`config.mk`:
```
export PLATFORM = sky130hd
export DESIGN_NAME = tmr_quad
export DESIGN_NICKNAME = d
export VERILOG_FILES = /design/src/rtl/tmr_pkg.sv /design/src/rtl/tmr_decode.sv /design/src/rtl/tmr_channel.sv /design/src/rtl/tmr_quad.sv
export SDC_FILE = /design/constraint.sdc
export NUM_CORES = 1
export LEC_CHECK = 0
export BUFFER_PORTS_ARGS = -buffer_cell sky130_fd_sc_hd__buf_2
export CAP_MARGIN = 20
export CORE_ASPECT_RATIO = 1.4
export CORE_MARGIN = 2
export CORE_UTILIZATION = 30
export DETAILED_ROUTE_END_ITERATION = 10
export GPL_ROUTABILITY_DRIVEN = 0
export PLACE_DENSITY = 0.51
export REMOVE_ABC_BUFFERS = 1
export SKIP_CTS_REPAIR_TIMING = 1
export SLEW_MARGIN = 40
export SYNTH_ARGS = -nofsm -noshare
export SYNTH_HDL_FRONTEND = slang
export SYNTH_SLANG_ARGS = --single-unit
```
`constraint.sdc`:
```
create_clock -name clk -period 8.6 [get_ports clk]
set_input_delay 1.29 -clock clk [delete_from_list [all_inputs] [get_ports clk]]
set_output_delay 1.29 -clock clk [all_outputs]
set_load 0.02 [all_outputs]
```
`src/rtl/tmr_pkg.sv`:
```
// Package: shared sizes and mode-bit positions for the quad timer bank.
// Assumes a 16-bit data path and a 0x800-byte window per timer.
package tmr_pkg;
    localparam int DW        = 16;
    localparam int STRIDE_LSB = 11;
    localparam int NUM_TMR   = 4;
    localparam int TIDX_W    = $clog2(NUM_TMR);
    localparam int AW        = STRIDE_LSB + TIDX_W;

    // Mode register bit positions
    localparam int M_RUN  = 0;
    localparam int M_ZRET = 1;
    localparam int M_CMPE = 2;
    localparam int M_OVFE = 3;
    localparam int M_CFLG = 10;
    localparam int M_OFLG = 11;

    typedef enum logic [1:0] {
        RG_COUNT = 2'd0,
        RG_MODE  = 2'd1,
        RG_CMP   = 2'd2,
        RG_HOLD  = 2'd3
    } reg_sel_e;
endpackage

```
`src/rtl/tmr_decode.sv`:
```
// Module: address decoder for the timer bank.
// Splits the byte address into timer index and register select, and
// produces one write strobe per timer register. Assumes the address is
// stable while bus_we is high.
module tmr_decode
    import tmr_pkg::*;
#(
    parameter int N_T = NUM_TMR,
    parameter int TW  = TIDX_W,
    parameter int A_W = STRIDE_LSB + TW
) (
    input  logic [A_W-1:0]  addr,
    input  logic            we,
    output logic            hit,
    output logic [TW-1:0]   tidx,
    output reg_sel_e        rsel,
    output logic [N_T-1:0]  wr_cnt,
    output logic [N_T-1:0]  wr_mode,
    output logic [N_T-1:0]  wr_cmp,
    output logic [N_T-1:0]  wr_hold
);
    // Purpose: split the address and check the unused bits.
    always_comb begin
        tidx = addr[STRIDE_LSB +: TW];
        rsel = reg_sel_e'(addr[5:4]);
        hit  = (addr[STRIDE_LSB-1:6] == '0) && (addr[3:0] == 4'd0)
               && (int'(tidx) < N_T);
    end

    // Purpose: produce the per-timer, per-register write strobes.
    always_comb begin
        for (int t = 0; t < N_T; t++) begin
            wr_cnt[t]  = we && hit && (int'(tidx) == t) && (rsel == RG_COUNT);
            wr_mode[t] = we && hit && (int'(tidx) == t) && (rsel == RG_MODE);
            wr_cmp[t]  = we && hit && (int'(tidx) == t) && (rsel == RG_CMP);
            wr_hold[t] = we && hit && (int'(tidx) == t) && (rsel == RG_HOLD);
        end
    end
endmodule

```
`src/rtl/tmr_channel.sv`:
```
// Module: one up-counting timer with compare, overflow, zero-return and
// an optional single-shot disarm. HAS_HOLD selects whether the hold
// register exists. Assumes the write strobes are one-hot per cycle.
module tmr_channel
    import tmr_pkg::*;
#(
    parameter int CW       = DW,
    parameter bit HAS_HOLD = 1'b1,
    parameter bit ONE_SHOT = 1'b0
) (
    input  logic          clk,
    input  logic          rst_n,
    input  logic          tick,
    input  logic          wr_cnt,
    input  logic          wr_mode,
    input  logic          wr_cmp,
    input  logic          wr_hold,
    input  logic [CW-1:0] wdata,
    output logic [CW-1:0] cnt_o,
    output logic [CW-1:0] mode_o,
    output logic [CW-1:0] cmp_o,
    output logic [CW-1:0] hold_o,
    output logic          irq_o
);
    logic [3:0]    ctl;
    logic          cflag, oflag;
    logic [CW-1:0] cnt, cmp, hold, cnt_inc;
    logic          advance, hit_cmp, hit_ovf, fire;

    // Purpose: derive this cycle's count step and its events.
    always_comb begin
        cnt_inc = cnt + 1'b1;
        advance = tick && ctl[M_RUN] && !wr_cnt && !wr_mode;
        hit_cmp = advance && ctl[M_CMPE] && (cnt_inc == cmp);
        hit_ovf = advance && ctl[M_OVFE] && (cnt == {CW{1'b1}});
        fire    = hit_cmp || hit_ovf;
    end

    // Purpose: counter register, loaded by the bus or stepped by the tick.
    always_ff @(posedge clk) begin
        if (!rst_n)
            cnt <= '0;
        else if (wr_cnt)
            cnt <= wdata;
        else if (advance)
            cnt <= (fire && ctl[M_ZRET]) ? '0 : cnt_inc;
    end

    // Purpose: mode controls and sticky flags, including the single-shot disarm.
    always_ff @(posedge clk) begin
        if (!rst_n) begin
            ctl   <= '0;
            cflag <= 1'b0;
            oflag <= 1'b0;
        end else if (wr_mode) begin
            ctl   <= wdata[3:0];
            cflag <= cflag & ~wdata[M_CFLG];
            oflag <= oflag & ~wdata[M_OFLG];
        end else if (fire) begin
            cflag <= cflag | hit_cmp;
            if (ONE_SHOT) begin
                ctl[M_CMPE] <= 1'b0;
                oflag       <= 1'b0;
            end else begin
                oflag <= oflag | hit_ovf;
            end
        end
    end

    // Purpose: compare and hold registers, plus the registered event pulse.
    always_ff @(posedge clk) begin
        if (!rst_n) begin
            cmp   <= '0;
            hold  <= '0;
            irq_o <= 1'b0;
        end else begin
            if (wr_cmp) cmp <= wdata;
            if (wr_hold && HAS_HOLD) hold <= wdata;
            irq_o <= fire;
        end
    end

    // Purpose: present register contents to the read mux.
    always_comb begin
        cnt_o  = cnt;
        cmp_o  = cmp;
        hold_o = HAS_HOLD ? hold : '0;
        mode_o = '0;
        mode_o[3:0]    = ctl;
        mode_o[M_CFLG] = cflag;
        mode_o[M_OFLG] = oflag;
    end

    // a stopped timer without a count write keeps its value
    a_r3_idle_stable: assert property (@(posedge clk) disable iff (!rst_n)
        (!ctl[M_RUN] && !wr_cnt) |=> $stable(cnt));

    // a pulse follows a tick taken while counting
    a_r7_irq_from_tick: assert property (@(posedge clk) disable iff (!rst_n)
        irq_o |-> ($past(tick) && $past(ctl[M_RUN])));

    // zero-return leaves the counter at zero on the pulse cycle
    a_r8_zret_clears: assert property (@(posedge clk) disable iff (!rst_n)
        (irq_o && ctl[M_ZRET]) |-> (cnt == '0));

    // single-shot timers are disarmed once they have fired
    if (ONE_SHOT) begin : g_oneshot_chk
        a_r9_oneshot_disarm: assert property (@(posedge clk) disable iff (!rst_n)
            irq_o |-> (!ctl[M_CMPE] && !oflag));
    end else begin : g_armed_chk
        a_r9_keeps_armed: assert property (@(posedge clk) disable iff (!rst_n)
            (irq_o && $past(ctl[M_CMPE])) |-> ctl[M_CMPE]);
    end
endmodule

```
`src/rtl/tmr_quad.sv`:
```
// Module: top of the four-timer bank. Decodes the register port, builds
// one channel per timer (hold only on the low N_HOLD timers, single-shot
// on all but timer 0) and muxes read data. Reads have no side effects.
module tmr_quad
    import tmr_pkg::*;
#(
    parameter int N_T    = NUM_TMR,
    parameter int N_HOLD = 2,
    parameter int D_W    = DW,
    parameter int TW     = $clog2(N_T),
    parameter int A_W    = STRIDE_LSB + TW
) (
    input  logic           clk,
    input  logic           rst_n,
    input  logic           tick_i,
    input  logic [A_W-1:0] bus_addr_i,
    input  logic [D_W-1:0] bus_wdata_i,
    input  logic           bus_we_i,
    output logic [D_W-1:0] bus_rdata_o,
    output logic [N_T-1:0] irq_o
);
    logic           hit;
    logic [TW-1:0]  tidx;
    reg_sel_e       rsel;
    logic [N_T-1:0] wr_cnt, wr_mode, wr_cmp, wr_hold;
    logic [D_W-1:0] cnt_v [N_T];
    logic [D_W-1:0] mode_v[N_T];
    logic [D_W-1:0] cmp_v [N_T];
    logic [D_W-1:0] hold_v[N_T];

    tmr_decode #(.N_T(N_T), .TW(TW), .A_W(A_W)) u_dec (
        .addr(bus_addr_i), .we(bus_we_i), .hit(hit), .tidx(tidx), .rsel(rsel),
        .wr_cnt(wr_cnt), .wr_mode(wr_mode), .wr_cmp(wr_cmp), .wr_hold(wr_hold)
    );

    for (genvar i = 0; i < N_T; i++) begin : g_tmr
        tmr_channel #(
            .CW(D_W),
            .HAS_HOLD(i < N_HOLD),
            .ONE_SHOT(i != 0)
        ) u_ch (
            .clk(clk), .rst_n(rst_n), .tick(tick_i),
            .wr_cnt(wr_cnt[i]), .wr_mode(wr_mode[i]),
            .wr_cmp(wr_cmp[i]), .wr_hold(wr_hold[i]),
            .wdata(bus_wdata_i),
            .cnt_o(cnt_v[i]), .mode_o(mode_v[i]),
            .cmp_o(cmp_v[i]), .hold_o(hold_v[i]),
            .irq_o(irq_o[i])
        );
    end

    // Purpose: select read data for the addressed timer register.
    always_comb begin
        bus_rdata_o = '0;
        if (hit) begin
            case (rsel)
                RG_COUNT: bus_rdata_o = cnt_v[tidx];
                RG_MODE:  bus_rdata_o = mode_v[tidx];
                RG_CMP:   bus_rdata_o = cmp_v[tidx];
                default:  bus_rdata_o = hold_v[tidx];
            endcase
        end
    end

    // an address outside the register windows reads as zero
    a_r1_unmapped_zero: assert property (@(posedge clk) disable iff (!rst_n)
        (bus_addr_i[3:0] != 4'd0) |-> (bus_rdata_o == '0));

    // hold offset of a timer without a hold register reads zero
    a_r10_no_hold_zero: assert property (@(posedge clk) disable iff (!rst_n)
        (hit && rsel == RG_HOLD && int'(tidx) >= N_HOLD) |-> (bus_rdata_o == '0));

    // interrupt lines are low in the first cycle after reset
    a_r2_irq_reset: assert property (@(posedge clk)
        $past(!rst_n) |-> (irq_o == '0));
endmodule

```
* Word level (Yosys, flattened, before mapping) *
Index checks and enable logic that the tools add are counted.
Widths: inputs -> output; s select.

cells by class
  add/sub/neg operators = 4
  multipliers = 0
  divide/modulo/power cells = 0
  magnitude comparators = 1
  equality and inequality tests = 14
  shift-type cells = 0
  mux-type cells = 45
  bitwise gates (word level) = 16
  reduce and logical (&&, ||, !) cells = 76

operator list
  cell                   number
  $mux 16                21
  $bmux 16 s2            4
  $add 16x1->16 const B  4
  $eq 16x16->1           4
  $eq 16x16->1 const B   4
  $logic_and 1x1->1      52
  $pmux 16 s3            1
  $mux 1                 19
  $reduce_bool 2->1      8
  $and 1x1->1            8
  $eq 2x2->1 const B     4
  $logic_not 1->1        8
  $logic_not 5->1        1
  $or 1x1->1             5
  $eq 2x1->1 const B     2
  $logic_not 2->1        2
  $logic_not 4->1        1
  $logic_or 1x1->1       4
  $ge 3x3->1 const B     1
  $not 2->3              1
  $not 1->1              2

storage, ports and cells
  register bits = 188
  latch bits = 0
  RAM bits = 0
  memory bits (read-only) = 0
  input port bits = 33
  output and inout port bits = 20
  logic and storage cells = 185
  memories = 0

* Longest topological paths before layout *
Gate-level depths: netlist (run 1).

  depth in word-level cells = 15
  mapped depth = 12
  mapped depth without buffers = 10

* Cells and area by module *
Synthesis (run 1) repeated with hierarchy kept, for this count alone.

second synthesis, totals
  cell total of the unflattened synthesis = 1634
  area, all modules = 14476.4 µm²

by module, submodules not included
  module                           instances  cells an instance  area each (µm²)  sequential area each (µm²)
  tmr_channel (g_tmr[2].u_ch ...)  2          303                2675.1           780.7
  tmr_channel (g_tmr[0].u_ch)      1          387                3325.7           1101.1
  tmr_channel (g_tmr[1].u_ch)      1          360                3190.6           1101.1
  tmr_quad                         1          241                2293.4           0.0
  tmr_decode                       1          40                 316.6            0.0

* Worst setup path after synthesis (run 1) *
Ideal clock, no wire load.

  kind = input to output
  start point = input port bus_addr_i[12]
  end point = output port bus_rdata_o[10]
  data arrival time = 3.322 ns
  data required time = 7.310 ns
  setup slack = 3.988 ns
  stages = 8
  buffers on the path = 3
  path through = buf_1 > clkbuf_1 > buf_1 > mux4_2 > mux2i_1 > nor2_1 > a21oi_1 > nor2_1

on the way
  longest elaborated chain between the ends = 6
  elaborated cells on any way between the ends = 15
  classes of those cells = mux (14); bitwise (1)

RTL lines
  element                                          RTL line        source
  from (decl)                                      tmr_quad.sv:16  input logic [A_W-1:0] bus_addr_i,
  $not 2->3 (implied by the code) (*)              -
  $bmux 16 s2, on equally long branches            -
  $mux 16, on equally long branches (2 in series)  -
  $pmux 16 s3 (*)                                  tmr_quad.sv:56  case (rsel)
  $mux 16 (*)                                      tmr_quad.sv:55  if (hit) begin
  to (decl)                                        tmr_quad.sv:19  output logic [D_W-1:0] bus_rdata_o,

Every way passes the cells marked *; elsewhere a longest branch is shown, timed or not. The select of a mux whose other input is x is not followed.

* Final worst setup path (run 1) *
  start point = input port bus_addr_i[11]
  end point = output port bus_rdata_o[0]

The elaborated chain is that of the path after synthesis.

==> results of run 1 <==
## final cells by class
class / count / area [sq um] / area share (%)
tap: 534 / 668 / 5.03
sequential: 188 / 3760 / 28.3
multi-input combinational: 1168 / 7730 / 58.2
inverter: 31 / 119 / 0.895
clock buffer: 22 / 474 / 3.57
clock inverter: 7 / 139 / 1.05
timing repair buffer: 67 / 380 / 2.86
## flip-flops by register name, indices dropped and copies added, names as in the netlist
signal             cells
g_tmr.u_ch.oflag       4
g_tmr.u_ch.cnt_o      64
g_tmr.u_ch.ctl        16
g_tmr.u_ch.irq_o       4
g_tmr.u_ch.cflag       4
g_tmr.u_ch.cmp_o      64
g_tmr.u_ch.hold_o     32
## through the flow
stage	utilization (%)	std cells	cell area [sq um]	setup WS (ns)	hold WS [ns]
floorplan	-	1387	11600	3.71	0.409
global placement	31.3	1985	12600	3.79	0.437
detailed placement	31.4	1987	12700	3.79	0.443
CTS	32.9	2016	13300	3.79	0.451
global route	33.0	2017	13300	3.58	0.464
finish	33.0	2017	13300	3.75	0.449
## worst max-delay path by stage
stage	start	endpoint	slack [ns]	depth (start not counted)
6_report	bus_addr_i[11]	bus_rdata_o[0]	3.75	8
5_1_grt	bus_addr_i[11]	bus_rdata_o[0]	3.58	8
4_1_cts	bus_addr_i[11]	bus_rdata_o[1]	3.79	8
3_5_place_dp	bus_addr_i[11]	bus_rdata_o[1]	3.79	8
3_3_place_gp	bus_addr_i[11]	bus_rdata_o[0]	3.79	8
2_1_floorplan	rst_n	g_tmr[2].u_ch.cnt_o[10]	3.71	5
## synthesized netlist by cell type (all sizes together), types with 22 or more instances
master    n
nor3     31
xnor2    63
o21ai    45
xor2     30
mux4     38
inv      31
nor4     22
nor2     82
a21oi   148
a22oi    49
and3     23
buf      53
clkbuf   98
nand2   274
dfxtp   188
nand4    31
mux2i    40
nand3    51
## worst reg2reg max path: cells and delay by family, from the launching register on
| family | cells | cell delay [ns] |
|---|---|---|
| adders and majority gates | 1 | 0.34 |
| and+or+nand+nor | 5 | 1.44 |
| AOI/OAI and AO/OA | 4 | 1.31 |
| DFF | 1 | 0.52 |
## kinds of logic after synthesis
family,Yosys count,share of synthesized area (%)
xor gates and xnor gates,97,7.48
DFF,188,30.8
muxes,79,10.4
adders and majority gates,4,0.409
buffers and inverters,182,6.28
AOI/OAI and AO/OA,367,19.2
and+or+nand+nor,621,25.5
## cell usage in the layout, fill, tap and decap left out, drive strengths merged, types with 5 or more instances in the layout
| cell | count |
|---|---|
| nand2 | 274 |
| dfxtp | 188 |
| a21oi | 148 |
| nor2 | 82 |
| buf | 67 |
| xnor2 | 63 |
| nand3 | 51 |
| a22oi | 49 |
| o21ai | 45 |
| mux2i | 40 |
| mux4 | 38 |
| nor3 | 31 |
| inv | 31 |
| nand4 | 31 |
| xor2 | 30 |
| and3 | 23 |
| clkbuf | 22 |
| nor4 | 22 |
| o22ai | 19 |
| and2 | 18 |
| and4 | 16 |
| or3 | 14 |
| a31oi | 13 |
| nand2b | 10 |
| nor2b | 10 |
| nor3b | 9 |
| nand3b | 8 |
| o211ai | 7 |
| a221o | 7 |
| a2111oi | 7 |
| a211oi | 7 |
| o32ai | 6 |
| o2111ai | 6 |
| a221oi | 6 |
| a41oi | 5 |
## metal layers
layer  up-vias  routed length, um  global-route usage, %
met1      5712              19700                   28.6
met2       535              24800                   40.0
met4         0               2940                   13.8
li1       5409                  -                      -
met3       116               3080                   3.63
met5         -                  0                      0
## power by group through the flow
stage / Sequential (mW) / Combinational, mW / Clock (mW)
after detailed placement: 0.892 / 0.0991 / 0
after floorplan: 0.892 / 0.0281 / 0
after CTS: 0.872 / 0.0992 / 0.876
after global routing: 0.872 / 0.105 / 0.910
final: 0.872 / 0.100 / 0.866
after global placement: 0.892 / 0.0991 / 0
==> results.ini, run 1 <==
[cts]
root_buffer = clkbuf_16
cts_tree = done
clk_pin_slew_ns = 0.06
htree_levels = 4
clk_latency_ns = 0.47
clkSinkCount = 188
cts_max_path_buffers = 2
numCtsBuffers = 17

[yosys]
synth_ff_type = dfxtp_1
syn_area_sq_um = 12200
netlist_instances = 1538
synth_cell_types = 83
syn_area_per_cell_sq_um = 7.96
synth_edf_count = 0
synthTopCellsByArea = dfxtp_1 31%, nand2_1 8.4%, mux4_2 7.0%
ys.warnings.count = 0
synth_async_sr_flop_share_pct = 0
synth_top_area_share_pct = 30.8
ys_seq_elements = 188
yosys.area.top_type = dfxtp_1
ys_seq_area_share_pct = 30.8

[global_routing]
antenna_found_initial = 0
grt_use_total_pct = 23.7
gr-total-overflow = 0
grt_pass1_vias = 10900
grt_pass1_wl_um = 74400
grt_max_degree = 74

[power_and_ir_drop]
leakagePower_nw = 4.24
combPwrFrac_pct = 5.5
peakVddDrop_mv = 0.135
seqPwrFrac_pct = 47.5
switching_share_pct = 24.0
p_clk_share_pct = 47.1
p_per_area_nw_per_um2 = 138
p_total_mw = 1.84
p_sw_mw = 0.441
internal_power_mw = 1.40

[route]
postRouteAntennaNets = 0
num_vias = 11800
wl_per_cell_um = 25.1
totalWireLength_um = 50600
dr.pass1.iters = 5
viasPerCell = 5.84
drt_iter0_markers = 1152
drc = 0

[sta]
clock_skew_ns = 0.0172
period_minus_slack_ns = 4.85
tns_ns = 0
worstMarginPinSlew_ns = 0.851
max_freq_mhz = 206
hold_viol = 0
min_period_over_period_pct = 56.4
slew_headroom_pct = 43.3
slew_viol_final = 0
setup_viol = 0
rsz0062_at_grt = false

[worst_hold_path]
hp-start = g_tmr[0].u_ch.hold_o[5]
worstHoldPathType = reg2reg
hold_path_depth = 2
worstHoldEndpoint = g_tmr[0].u_ch.hold_o[5]

[floorplan]
die-width_um = 175
dieArea_sq_um = 42400
die_y_um = 243
io_pins = 53
core_area_sq_um = 40300
start_util_pct = 30.4
rows = 87

[layout]
diodes = 0
syn2layout_area_growth_pct = 8.50
drive_above_1_share_pct = 11.3
fill_cells = 4266
nets = 1510

[placed_design]
dpl.hpwl_um = 36600
numPortBuffers = 52

[setup_path]
critical_path_required_ns = 7.31
critPathBufInv = 3
path_max_fanout = 34
startpoint_type = primary input
critPathKind = in2out
cp_top_family = buffers and inverters
path_cells = buf_4, buf_4, mux4_2, mux2i_1, nor2_1, a21oi_1, nor2_1, buf_2
slowest_delay_ns = 0.56
rr_worst_depth = 10
crit_path_end_kind = output port
timing.rr.end = g_tmr[3].u_ch.cnt_o[4]
crit_arrival_ns = 3.56
r2r_slack_ns = 4.86
r2r_start = g_tmr[3].u_ch.cnt_o[0]
slowest_stage = mux4_2

[status]
status = finished clean

[job]
cap_violations = 0

Power figures use the tool's default switching activity.
==> inputs of run 2 (changes only) <==
--- a/config.mk
+++ b/config.mk
@@ -5,6 +5,7 @@
 export SDC_FILE = /design/constraint.sdc
 export NUM_CORES = 1
 export LEC_CHECK = 0
+export ABC_AREA = 1
 export BUFFER_PORTS_ARGS = -buffer_cell sky130_fd_sc_hd__buf_2
 export CAP_MARGIN = 20
 export CORE_ASPECT_RATIO = 1.4
@@ -12,7 +13,7 @@
 export CORE_UTILIZATION = 30
 export DETAILED_ROUTE_END_ITERATION = 10
 export GPL_ROUTABILITY_DRIVEN = 0
-export PLACE_DENSITY = 0.51
+export PLACE_DENSITY = 0.52
 export REMOVE_ABC_BUFFERS = 1
 export SKIP_CTS_REPAIR_TIMING = 1
 export SLEW_MARGIN = 40
==> constraint.sdc (replaced) <==
create_clock -name clk -period 4.2 [get_ports clk]
set_input_delay 0.63 -clock clk [delete_from_list [all_inputs] [get_ports clk]]
set_output_delay 0.63 -clock clk [all_outputs]
set_load 0.02 [all_outputs]
==> run 2 against run 1 <==
Clock-buffer cell count is 2 lower; combinational power is 140% higher; sequential share of layout area is 0.13 points lower; critical path depth is 1 lower; via count is 16% higher; largest power group unchanged; clock skew is 0.0083 ns lower; largest cell class unchanged; non-clock buffer count is 4 higher; sequential power is 100% higher; total power is 100% higher.
==> results.ini, run 2 <==
[status]
status = finished clean

[layout]
nets = 1974  ; +31%
final_util_pct = 33.4  ; +0.43 points
layoutNonFillerInstCount = 2483  ; +23%
drive_above_1_share_pct = 7.95  ; -3.4 points
diodes = 0  ; unchanged
multiInputGateArea_sq_um = 6710  ; -13%
syn2layout_area_growth_pct = 10.5
fill_cells = 4506  ; +5.6%
mostFrequentLayoutCell = nand2_1
register_area_sq_um = 3760  ; unchanged
final_area_sq_um = 13300  ; +0.47%
layout_common_cells = 373 x nand2_1, 309 x inv_1, 220 x a21oi_1, 188 x dfxtp_1, 175 x o21ai_0

[power_and_ir_drop]
peakVddDrop_mv = 0.272  ; +100%
p_per_area_nw_per_um2 = 281  ; +100%
leakagePower_nw = 4.96  ; +17%
p_total_mw = 3.75  ; +100%

[sta]
slew_headroom_pct = 39.0  ; -4.3 points
min_period_over_period_pct = 88.4
rsz0062_at_grt = false
worstMarginPinSlew_ns = 0.912  ; +0.0615 ns
setup_viol = 0  ; unchanged
hold_viol = 0  ; unchanged
whs_ns = 0.441  ; -0.00803 ns
slew_viol_final = 0  ; unchanged
max_freq_mhz = 269
clock_skew_ns = 0.00897  ; -0.00827 ns
finalWorstSetupSlack_ns = 0.488  ; -3.27 ns
period_minus_slack_ns = 3.71
tns_ns = 0  ; unchanged

[floorplan]
rows = 87  ; unchanged
start_util_pct = 30.2  ; -0.16 points
die_y_um = 241  ; -0.65%
dieArea_sq_um = 41900  ; -1.3%
die-width_um = 174  ; -0.65%
core_area_sq_um = 39900  ; -0.81%
io_pins = 53  ; unchanged

[setup_path]
path_cells = buf_2, nand2_1, inv_1, o21ai_0, o21ai_0, a21oi_1, buf_2
critPathBufInv = 3  ; unchanged
startpoint_type = primary input
cp_top_family = buffers and inverters
slowest_delay_ns = 0.60  ; +0.04 ns
path_max_fanout = 16  ; -53%
critPathKind = in2out
crit_path_end_kind = output port
crit_arrival_ns = 3.08  ; -0.48 ns
critical_path_required_ns = 3.57  ; -3.74 ns
slowest_stage = o21ai_0

[cts]
cts_max_path_buffers = 2  ; unchanged
clk_pin_slew_ns = 0.07  ; about the same
cts_tree = done
htree_levels = 4  ; unchanged
clkSinkCount = 188  ; unchanged
clk_latency_ns = 0.46  ; about the same
root_buffer = clkbuf_16
numCtsBuffers = 17  ; unchanged

[route]
drc = 0  ; unchanged
totalWireLength_um = 55300  ; +9.3%
viasPerCell = 5.50  ; -5.7%
dr.pass1.iters = 5  ; unchanged
postRouteAntennaNets = 0  ; unchanged
num_vias = 13700  ; +16%
wl_per_cell_um = 22.3  ; -11%
drt_iter0_markers = 1565  ; +36%

[global_routing]
grt_use_total_pct = 26.1  ; +2.4 points
grt_pass1_vias = 12200  ; +12%
gr-total-overflow = 0  ; unchanged
grt_pass1_wl_um = 80700  ; +8.4%
antenna_found_initial = 2  ; +2
grt_max_degree = 53  ; -28%

[yosys]
synth_async_sr_flop_share_pct = 0  ; unchanged
synthTopCellsByCount = 373 x nand2_1, 310 x inv_1, 220 x a21oi_1
ys_seq_elements = 188  ; unchanged
ys_seq_area_share_pct = 31.2  ; +0.41 points
synth_top_area_share_pct = 31.2  ; +0.41 points
synth_edf_count = 0  ; unchanged
synthTopCellsByArea = dfxtp_1 31%, nand2_1 12%, inv_1 9.6%
ys.warnings.count = 0  ; unchanged
syn_area_sq_um = 12100  ; -1.3%
synth_ff_type = dfxtp_1
yosys.area.top_type = dfxtp_1
syn_area_per_cell_sq_um = 6.22  ; -22%
netlist_instances = 1940  ; +26%
synth_most_common_cell = nand2_1
synth_cell_types = 47  ; -43%

[placed_design]
numPortBuffers = 52  ; unchanged
placedCellCount = 2452  ; +23%
dpl.hpwl_um = 40600  ; +11%
dpl-instance-area_sq_um = 12700  ; +0.68%
place_ws_ns = 0.687  ; -3.10 ns

[worst_hold_path]
worstHoldPathType = reg2reg

[job]
cap_violations = 0  ; unchanged

==> run 2: where the power goes <==
group,switching (mW),internal [mW]
clock network,0.786,0.947
registers,0.000109,1.78
logic,0.201,0.0384
==> run 2: worst reg2reg max path, stage by stage, from the launching register on <==
cell and delay [ns]:
dfxtp_1 0.40, ha_1 0.23, nand2_1 0.09, nor2_2 0.32, nand3_1 0.20, nand2_1 0.11
nand2_1 0.07, nand2_1 0.06, nand2_1 0.06, nor2_1 0.10, nand2_1 0.07, nor2_1 0.08
nand2_1 0.08, nand2_2 0.10, nand2_4 0.19, nand3_1 0.14, a21oi_1 0.08
==> run 2: path summary, 6_finish.rpt <==
kind	startpoint	to	slack (ns)	cells after the start
hold / removal	g_tmr[3].u_ch.oflag	g_tmr[3].u_ch.oflag	0.44	2
hold reg to reg	g_tmr[3].u_ch.oflag	g_tmr[3].u_ch.oflag	0.44	2
setup / recovery	bus_addr_i[5]	bus_rdata_o[12]	0.49	7
setup reg to reg	g_tmr[2].u_ch.cnt_o[1]	g_tmr[2].u_ch.cnt_o[0]	1.67	16
==> run 2: cell type report <==
type,instances,area share (%)
well taps,534,5.01
multi-input cells,1343,50.3
repair buffers,71,3.11
clock inverters,11,1.09
clock buffers,20,3.35
inverters,316,8.91
flip-flops and latches,188,28.2
==> run 2: kinds of logic (layout without fill, tap and decap cells) <==
logic type | Yosys count | after routing | synth area share (%)
buffers and inverters | 409 | 418 | 13.4
DFF | 188 | 188 | 31.2
AOI/OAI and AO/OA | 535 | 535 | 24.1
and+or+nand+nor | 789 | 789 | 29.3
xor gates and xnor gates | 15 | 15 | 1.66
adders and majority gates | 4 | 4 | 0.414
==> run 2: per-layer routing <==
metal / up-vias / track usage (%) / share of wire (%)
met5: - / 0 / 0.016
met4: 2 / 20.1 / 8.9
met3: 192 / 4.06 / 6.7
met2: 677 / 43.7 / 46
met1: 6364 / 30.1 / 38
li1: 6428 / - / -
